`config.mk`:
```
export PLATFORM = sky130hd
export DESIGN_NAME = pulse_train_seq
export DESIGN_NICKNAME = d
export VERILOG_FILES = /design/src/rtl/pulse_seq_pkg.sv /design/src/rtl/trig_sync.sv /design/src/rtl/seq_timer.sv /design/src/rtl/pulse_gen.sv /design/src/rtl/pulse_train_seq.sv
export SDC_FILE = /design/constraint.sdc
export NUM_CORES = 1
export LEC_CHECK = 0
export ABC_AREA = 0
export BUFFER_PORTS_ARGS = -buffer_cell sky130_fd_sc_hd__buf_2
export CORE_ASPECT_RATIO = 0.6
export CORE_MARGIN = 2
export CORE_UTILIZATION = 30
export CTS_BUF_LIST = sky130_fd_sc_hd__clkbuf_2
export DETAILED_ROUTE_END_ITERATION = 10
export HOLD_SLACK_MARGIN = 0.08
export PLACE_DENSITY = 0.56
export SYNTH_ARGS = -nofsm -noshare
export SYNTH_HDL_FRONTEND = slang
export SYNTH_SLANG_ARGS = --single-unit
```
`constraint.sdc`:
```
create_clock -name clk -period 7.12 [get_ports clk]
set_input_delay 1.78 -clock clk [delete_from_list [all_inputs] [get_ports clk]]
set_output_delay 1.78 -clock clk [all_outputs]
set_load 0.02 [all_outputs]
```
`src/rtl/pulse_seq_pkg.sv`:
```
package pulse_seq_pkg;
  // Number of output lines in one train (two pairs).
  localparam int NUM_LINES = 4;
  // Count of set/clear marks along the train.
  localparam int NUM_MARKS = 2 * NUM_LINES;
  // Default synchronizer depth for the trigger.
  localparam int SYNC_DEPTH_DEF = 2;
endpackage

```
`src/rtl/trig_sync.sv`:
```
module trig_sync #(
  parameter int DEPTH = 2
) (
  input  logic clk,
  input  logic rst_n,
  input  logic trig_async,
  output logic rise_o
);
  // sh[0..DEPTH-1] is the synchronizer, sh[DEPTH] holds the previous level.
  logic [DEPTH:0] sh;

  always_ff @(posedge clk) begin
    if (!rst_n) sh <= '0;
    else        sh <= {sh[DEPTH-1:0], trig_async};
  end

  assign rise_o = sh[DEPTH-1] & ~sh[DEPTH];

  AST_EDGE_SINGLE: assert property (@(posedge clk) disable iff (!rst_n)
    rise_o |=> !rise_o);
endmodule

```
`src/rtl/seq_timer.sv`:
```
module seq_timer
  import pulse_seq_pkg::*;
#(
  parameter int W_W   = 8,
  parameter int G_W   = 8,
  parameter int D_W   = 16,
  parameter int CNT_W = 17
) (
  input  logic                              clk,
  input  logic                              rst_n,
  input  logic                              start_edge,
  input  logic [W_W-1:0]                    cfg_w,
  input  logic [G_W-1:0]                    cfg_g,
  input  logic [D_W-1:0]                    cfg_d,
  output logic                              busy_o,
  output logic [CNT_W-1:0]                  cnt_o,
  output logic [NUM_LINES-1:0][CNT_W-1:0]   set_at_o,
  output logic [NUM_LINES-1:0][CNT_W-1:0]   clr_at_o
);
  logic             busy_q;
  logic [CNT_W-1:0] cnt_q;
  logic [W_W-1:0]   w_q;
  logic [G_W-1:0]   g_q;
  logic [D_W-1:0]   d_q;
  logic             accept;
  logic [CNT_W-1:0] w_ext, g_ext, d_ext;
  logic [CNT_W-1:0] mark [NUM_MARKS];

  assign accept = start_edge & ~busy_q;

  // Shadowed settings, counter and busy flag.
  always_ff @(posedge clk) begin
    if (!rst_n) begin
      busy_q <= 1'b0;
      cnt_q  <= '0;
      w_q    <= W_W'(1);
      g_q    <= G_W'(1);
      d_q    <= D_W'(1);
    end else if (accept) begin
      busy_q <= 1'b1;
      cnt_q  <= '0;
      w_q    <= (cfg_w == '0) ? W_W'(1) : cfg_w;
      g_q    <= (cfg_g == '0) ? G_W'(1) : cfg_g;
      d_q    <= (cfg_d == '0) ? D_W'(1) : cfg_d;
    end else if (busy_q) begin
      cnt_q <= cnt_q + CNT_W'(1);
      if (cnt_q == mark[NUM_MARKS-1]) busy_q <= 1'b0;
    end
  end

  assign w_ext = CNT_W'(w_q);
  assign g_ext = CNT_W'(g_q);
  assign d_ext = CNT_W'(d_q);

  // Cumulative marks: w, g, w, d, w, g, w between consecutive marks.
  assign mark[0] = '0;
  for (genvar i = 1; i < NUM_MARKS; i++) begin : g_mark
    if (i == NUM_MARKS / 2) begin : g_set_gap
      assign mark[i] = mark[i-1] + d_ext;
    end else if (i % 2 == 1) begin : g_width
      assign mark[i] = mark[i-1] + w_ext;
    end else begin : g_pair_gap
      assign mark[i] = mark[i-1] + g_ext;
    end
  end

  for (genvar k = 0; k < NUM_LINES; k++) begin : g_out
    assign set_at_o[k] = mark[2*k];
    assign clr_at_o[k] = mark[2*k+1];
  end

  assign busy_o = busy_q;
  assign cnt_o  = cnt_q;

  AST_SHADOW_STABLE: assert property (@(posedge clk) disable iff (!rst_n)
    (busy_q && $past(busy_q)) |-> ($stable(w_q) && $stable(g_q) && $stable(d_q)));

  AST_NO_RESTART: assert property (@(posedge clk) disable iff (!rst_n)
    (busy_q && start_edge) |=> (cnt_q != '0));

  AST_NONZERO_CFG: assert property (@(posedge clk) disable iff (!rst_n)
    busy_q |-> (w_q != '0 && g_q != '0 && d_q != '0));
endmodule

```
`src/rtl/pulse_gen.sv`:
```
module pulse_gen
  import pulse_seq_pkg::*;
#(
  parameter int CNT_W = 17
) (
  input  logic                            clk,
  input  logic                            rst_n,
  input  logic                            busy,
  input  logic [CNT_W-1:0]                cnt,
  input  logic [NUM_LINES-1:0][CNT_W-1:0] set_at,
  input  logic [NUM_LINES-1:0][CNT_W-1:0] clr_at,
  output logic [NUM_LINES-1:0]            line_o
);
  for (genvar k = 0; k < NUM_LINES; k++) begin : g_line
    always_ff @(posedge clk) begin
      if (!rst_n)                          line_o[k] <= 1'b0;
      else if (busy && cnt == set_at[k])   line_o[k] <= 1'b1;
      else if (busy && cnt == clr_at[k])   line_o[k] <= 1'b0;
    end
  end

  AST_ONE_ACTIVE: assert property (@(posedge clk) disable iff (!rst_n)
    $onehot0(line_o));

  AST_IDLE_QUIET: assert property (@(posedge clk) disable iff (!rst_n)
    !busy |-> (line_o == '0));
endmodule

```
`src/rtl/pulse_train_seq.sv`:
```
module pulse_train_seq
  import pulse_seq_pkg::*;
#(
  parameter int W_W        = 8,
  parameter int G_W        = 8,
  parameter int D_W        = 16,
  parameter int SYNC_DEPTH = SYNC_DEPTH_DEF
) (
  input  logic                 clk,
  input  logic                 rst_n,
  input  logic                 trig_async,
  input  logic [W_W-1:0]       cfg_width,
  input  logic [G_W-1:0]       cfg_pair_gap,
  input  logic [D_W-1:0]       cfg_set_gap,
  output logic [NUM_LINES-1:0] pulse_o,
  output logic                 busy_o
);
  // 4 widths + 2 pair gaps fit in max(W_W,G_W)+3 bits; add the set gap.
  localparam int WG_W  = ((W_W > G_W) ? W_W : G_W) + 3;
  localparam int CNT_W = ((D_W > WG_W) ? D_W : WG_W) + 1;

  logic                            rise;
  logic                            busy;
  logic [CNT_W-1:0]                cnt;
  logic [NUM_LINES-1:0][CNT_W-1:0] set_at;
  logic [NUM_LINES-1:0][CNT_W-1:0] clr_at;

  trig_sync #(.DEPTH(SYNC_DEPTH)) u_sync (
    .clk        (clk),
    .rst_n      (rst_n),
    .trig_async (trig_async),
    .rise_o     (rise)
  );

  seq_timer #(.W_W(W_W), .G_W(G_W), .D_W(D_W), .CNT_W(CNT_W)) u_timer (
    .clk        (clk),
    .rst_n      (rst_n),
    .start_edge (rise),
    .cfg_w      (cfg_width),
    .cfg_g      (cfg_pair_gap),
    .cfg_d      (cfg_set_gap),
    .busy_o     (busy),
    .cnt_o      (cnt),
    .set_at_o   (set_at),
    .clr_at_o   (clr_at)
  );

  pulse_gen #(.CNT_W(CNT_W)) u_gen (
    .clk    (clk),
    .rst_n  (rst_n),
    .busy   (busy),
    .cnt    (cnt),
    .set_at (set_at),
    .clr_at (clr_at),
    .line_o (pulse_o)
  );

  assign busy_o = busy;

  AST_BUSY_ENDS_WITH_LAST: assert property (@(posedge clk) disable iff (!rst_n)
    $fell(busy_o) |-> $fell(pulse_o[NUM_LINES-1]));

  AST_FIRST_AFTER_BUSY: assert property (@(posedge clk) disable iff (!rst_n)
    $rose(pulse_o[0]) |-> $past(busy_o));
endmodule

```
### After elaboration in Yosys (flattened, before gate mapping)

Cells that the tools add are included.
W data, S select, Z words.

* flip-flop bits (word level): 57
* bits of input ports: 35
* output and inout port bits: 5

* add/subtract/negate cells: 7
* equal/unequal tests: 7
* multiplexer cells: 14
* bitwise logic cells: 5
* reduce and logical (&&, ||, !) cells: 17

Operators by type and width (count)
* $eq A17 B17 Y1: 5
* $add A17 B8 Y17: 4
* $add A17 B1 Y17 const B: 1
* $add A17 B16 Y17: 1
* $eq A17 B8 Y1: 1
* $eq A17 B9 Y1: 1
* $logic_not A17 Y1: 1
* $logic_not A16 Y1: 1
* $logic_not A8 Y1: 2
* $mux W16: 1
* $mux W8: 2
* $mux W1: 11
* $add A8 B8 Y9: 1
* $logic_and A1 B1 Y1: 8
* $reduce_bool A2 Y1: 4
* $not A1 Y1: 3
* $and A1 B1 Y1: 2
* $reduce_or A2 Y1: 1

### Longest topological paths before layout

* word-level depth: 10
* gate-level depth with buffers: 34
* gate-level depth less buffers: 34

### Modules after synthesis

Synthesis repeated with hierarchy kept, for this count alone.

* cells, all modules: 858
* area total of the unflattened synthesis: 7324.5 µm²

By module, submodules not included
* seq_timer: times used 1, cells each 637, area each 5450.2 µm², seq. area each 1001.0 µm²
* pulse_gen: times used 1, cells each 214, area each 1781.7 µm², seq. area each 80.1 µm²
* trig_sync: times used 1, cells each 7, area each 92.6 µm², seq. area each 60.1 µm²

### Worst setup path before layout

Ideal clock, no wire load.

* kind: flip-flop to flip-flop
* start: reg u_timer.w_q[0]
* end: reg u_gen.line_o[3]
* arrival time: 6.543 ns
* slack: 0.453 ns
* stages on the path, launching flop included: 31
* path through: dfxtp_1 ha_1 inv_1 fa_1 inv_1 ha_1 a21o_1 a21oi_1 xnor2_1 ha_1 o21a_1 o31a_4 o21a_1 nor2_1 xnor2_1 ha_1 a21oi_1 nor2b_1 a32oi_1 ha_1 or4_1 a21o_1 nand2_1 a2111oi_0 o21ai_1 xnor2_2 a41oi_1 or3_1 a2111o_1 o41ai_2 o21ai_1

* word-level cells in the longest chain between the ends: 9
* elaborated cells between the ends (all ways): 12
* those cells by class: add/sub: 6; eq/ne: 2; mux: 1; reduce/logical: 3

RTL lines
* from (decl): RTL line seq_timer.sv:22 `logic [W_W-1:0] w_q;`
* from (signal assigned): RTL line seq_timer.sv:42 `w_q <= (cfg_w == '0) ? W_W'(1) : cfg_w;`
* $add A8 B8 Y9: RTL line seq_timer.sv:63 `assign mark[i] = mark[i-1] + g_ext;`
* $add A17 B8 Y17: RTL line seq_timer.sv:61 `assign mark[i] = mark[i-1] + w_ext;`
* $add A17 B16 Y17: RTL line seq_timer.sv:59 `assign mark[i] = mark[i-1] + d_ext;`
* $add A17 B8 Y17: RTL line seq_timer.sv:61
* $add A17 B8 Y17: RTL line seq_timer.sv:63
* $add A17 B8 Y17: RTL line seq_timer.sv:61
* $eq A17 B17 Y1: RTL line pulse_gen.sv:18 `else if (busy && cnt == clr_at[k]) line_o[k] <= 1'b0;`
* $logic_and A1 B1 Y1: RTL line pulse_gen.sv:18
* $reduce_bool A2 Y1 (no line)
* to (signal, indexed assignment): RTL line pulse_gen.sv:16 `if (!rst_n) line_o[k] <= 1'b0;`
* to (signal, indexed assignment): RTL line pulse_gen.sv:17 `else if (busy && cnt == set_at[k]) line_o[k] <= 1'b1;`
* to (signal, indexed assignment): RTL line pulse_gen.sv:18
* to (decl): RTL line pulse_gen.sv:12 `output logic [NUM_LINES-1:0] line_o`

Parallel ways exist; a longest one is shown, timed or not.
A chain may end at the register's enable or synchronous reset.

### Final worst setup path

* start: reg u_timer.w_q[1]
* end: reg u_gen.line_o[3]

Same word-level chain as after synthesis.

==> impl_metrics.env <==
export IMPL_status="complete, no violations"
export IMPL_finalCritPeriodShare_pct=97.8
export IMPL_dieHeight_um=115
export IMPL_min_path_type="reg2reg"
export IMPL_dp_hpwl_um=15500
export IMPL_worstPathMaxFanout=7
export IMPL_synth_edf_count=0
export IMPL_holdPathStages=1
export IMPL_p_leak_nw=3.07
export IMPL_seqPwrFrac_pct=29.6
export IMPL_antenna_found_initial=0
export IMPL_synth_compound_gate_area_share_pct=23.2
export IMPL_ys_seq_area_share_pct=18.6
export IMPL_num_io_pins=40
export IMPL_reg2reg_setup_slack_ns=0.16
export IMPL_grt_setup_unrepaired="true"
export IMPL_max_vdd_ir_drop_mv=0.0873
export IMPL_first_global_vias=5111
export IMPL_grt_use_total_pct=17.8
export IMPL_fin_setup_tns_ns=0
export IMPL_cts_made_buffers=9
export IMPL_r2r_cells=30
export IMPL_crit_required_ns=7.56
export IMPL_synth_top_family_by_area="compound AO/OA/AOI/OAI gates"
export IMPL_final_area_um2=7390
export IMPL_start_util_pct=30.6
export IMPL_area_delta_synth_final_pct=20.5
export IMPL_fin_skew_ns=0.0373
export IMPL_slowest_delay_ns=0.57
export IMPL_worstSkewPairLatency_ns=0.57
export IMPL_r2r_end="u_gen.line_o[3]"
export IMPL_n_antenna_cell=0
export IMPL_min_period_ns=6.96
export IMPL_final_core_util_pct=36.9
export IMPL_p_switching_w=0.000445
export IMPL_syn_area_per_cell_um2=8.18
export IMPL_criticalPathCategory="reg2reg"
export IMPL_cp_end_kind="flop"
export IMPL_ant_nets=0
export IMPL_vias_per_cell=5.28
export IMPL_intPower_w=0.000709
export IMPL_core_um2=20000
export IMPL_first_iter_violations=443
export IMPL_drv_cap=0
export IMPL_synth_top_area_share_pct=18.6
export IMPL_overflow=0
export IMPL_setup_viol_count_final=0
export IMPL_finalPower_w=0.00115
export IMPL_first_pass_iters=5
export IMPL_synth_xor_area_share_pct=20.6
export IMPL_place_area_um2=6730
export IMPL_combPwrFrac_pct=48.3
export IMPL_grt_max_degree=33
export IMPL_h_tree_depth=3
export IMPL_wl_per_cell_um=17.7
export IMPL_hold_path_endpoint="u_sync.sh[1]"
export IMPL_hp_start="u_sync.sh[0]"
export IMPL_p_per_area_nw_per_um2=156
export IMPL_yosys_area_share_simple_pct=18.9
export IMPL_ys_flop_type="dfxtp_1"
export IMPL_post_route_drc_count=0
export IMPL_relSlewSlack_pct=28.4
export IMPL_die_area_um2=21600
export IMPL_path_clk_slew_ns=0.21
export IMPL_p_sw_share_pct=38.5
export IMPL_slew_violations=0
export IMPL_synth_area_top_cells="dfxtp_1 (19%), xnor2_1 (13%), ha_1 (11%)"
export IMPL_layout_drive_gt1_share_pct=22.6
export IMPL_cp_start_kind="flop"
export IMPL_synth_area_mux_share_pct=1.02
export IMPL_num_rows=40
export IMPL_fillers=2110
export IMPL_cp_slowest_cell="or4_1"
export IMPL_synth_warnings=0
export IMPL_tightest_slew_ns=1.07
export IMPL_vias=5788
export IMPL_port_buffers=39
export IMPL_synth_most_common_cell="xnor2_1"
export IMPL_final_nets=915
export IMPL_die_w_um=189
export IMPL_fmax_ghz=0.144
export IMPL_synthesis_instances=750
export IMPL_synth_cell_type_count=73
export IMPL_cts_sinks=57
export IMPL_synth_adder_area_share_pct=13.2
export IMPL_cts_tree="yes"
export IMPL_cts_root_buf="clkbuf_2"
export IMPL_ys_ff_latch=57
export IMPL_cts_buffer_depth=2
export IMPL_timing_rr_start="u_timer.w_q[1]"
export IMPL_hold_violations=0
export IMPL_holdBufCountCts=0
export IMPL_cp_arrival_ns=7.40
export IMPL_place_congestion=0.908
export IMPL_syn_area_um2=6130
export IMPL_drt_total_wl_um=19500
export IMPL_synth_top_area_cell="dfxtp_1"
export IMPL_power_frac_clock_pct=22.2
export IMPL_grt_pass1_wl_um=29300
export IMPL_synth_nets=846
export IMPL_async_flop_share_pct=0
export IMPL_ys_top_cells_by_count="xnor2_1 (89), dfxtp_1 (57), ha_1 (55)"
critical path: cells and delay by family (launching register included):
kind                     cells  cell delay [ns]
flip-flops                   1             0.37
adder cells (fa/ha/maj)      5             1.45
AO/OA/AOI/OAI               17             3.17
AND/OR/NAND/NOR              3             1.03
buffers and inverters        2             0.28
XOR/XNOR                     3             0.56
layout by cell type, fill, tap and decap left out, types with 10 or more instances in the layout:
cell       n
a21o_1    21
nand4_1   13
buf_4     53
inv_1     31
xor2_1    49
clkbuf_2  10
nor4_1    22
nand2_1   41
nor2_1    47
nor3_1    15
o21ai_0   23
a21oi_1   37
xnor2_1   78
nand3_1   19
xnor2_2   12
buf_2     39
ha_1      48
dfxtp_1   54
a22o_1    25
stage by stage:
stage / cells / hold slack [ns] / worst slack, ns
floorplan: 750 / 0.412 / 0.453
global placement: 1056 / 0.433 / 0.0839
detailed placement: 1056 / 0.428 / -0.0991
CTS: 1074 / 0.468 / 0.0128
global route: 1097 / 0.498 / -0.119
finish: 1097 / 0.462 / 0.157
routing by layer:
metal  share of wire [%]  vias to the layer above  GRT usage (%)  routed length, um
li1                    -                     2862              -                  -
met1                  57                     2721           30.6              11000
met2                  33                      191           20.6               6500
met3                 9.0                       14           4.73               1760
met4                0.77                        0           2.81                150
met5                   0                        -              0                  0
cell families (layout without fill, tap and decap cells):
| family | after synthesis | count (layout) |
|---|---|---|
| buffers and inverters | 68 | 142 |
| DFF | 57 | 57 |
| xor gates and xnor gates | 142 | 142 |
| AOI/OAI and AO/OA | 194 | 194 |
| and+or+nand+nor | 222 | 222 |
| adders and majority gates | 61 | 61 |
| muxes | 6 | 6 |
layout make-up:
| cell class | instances | area (um^2) | share of cell area (%) |
|---|---|---|---|
| clock buffer | 10 | 50.0 | 0.677 |
| multi-input combinational | 625 | 5050 | 68.3 |
| inverter | 34 | 128 | 1.73 |
| timing repair buffer | 92 | 593 | 8.02 |
| tap | 273 | 342 | 4.62 |
| clock inverter | 6 | 82.6 | 1.12 |
| sequential | 57 | 1150 | 15.5 |
worst max-delay path by stage:
| stage | startpoint | endpoint | slack (ns) | cells after the start |
|---|---|---|---|---|
| final | u_timer.w_q[1] | u_gen.line_o[3] | 0.16 | 30 |
| after detailed placement | u_timer.g_q[0] | u_gen.line_o[3] | -0.1 | 30 |
| after global routing | u_timer.g_q[0] | u_gen.line_o[3] | -0.12 | 31 |
| after CTS | u_timer.g_q[0] | u_gen.line_o[3] | 0.01 | 30 |
| after global placement | u_timer.g_q[0] | u_gen.line_o[3] | 0.08 | 31 |
| after floorplan | u_timer.w_q[0] | u_gen.line_o[3] | 0.45 | 30 |
registers in the layout, summed over array words and instances (netlist names):
signal and cells:
u_timer.w_q 8, u_timer.busy_o 1, u_sync.sh 3, u_timer.g_q 8, u_timer.cnt_o 17, u_timer.d_q 16, u_gen.line_o 4
power groups by stage:
stage | clock [W] | combinational, W | sequential [W]
final | 0.000256 | 0.000557 | 0.000341
after global placement | 0 | 0.000502 | 0.000347
after CTS | 0.000265 | 0.000511 | 0.000341
after detailed placement | 0 | 0.000504 | 0.000347
after global routing | 0.000275 | 0.000618 | 0.000342
after floorplan | 0 | 0.000407 | 0.000341
what timing repair did:
action | CTS | global route
endpoints found under the setup margin | 2 | 2
buffers inserted | 2 | 23
endpoints found under the hold margin | 0 | 0
resized for setup | 3 | 67
pin swaps | 1 | 42
Power figures use the tool's default switching activity.
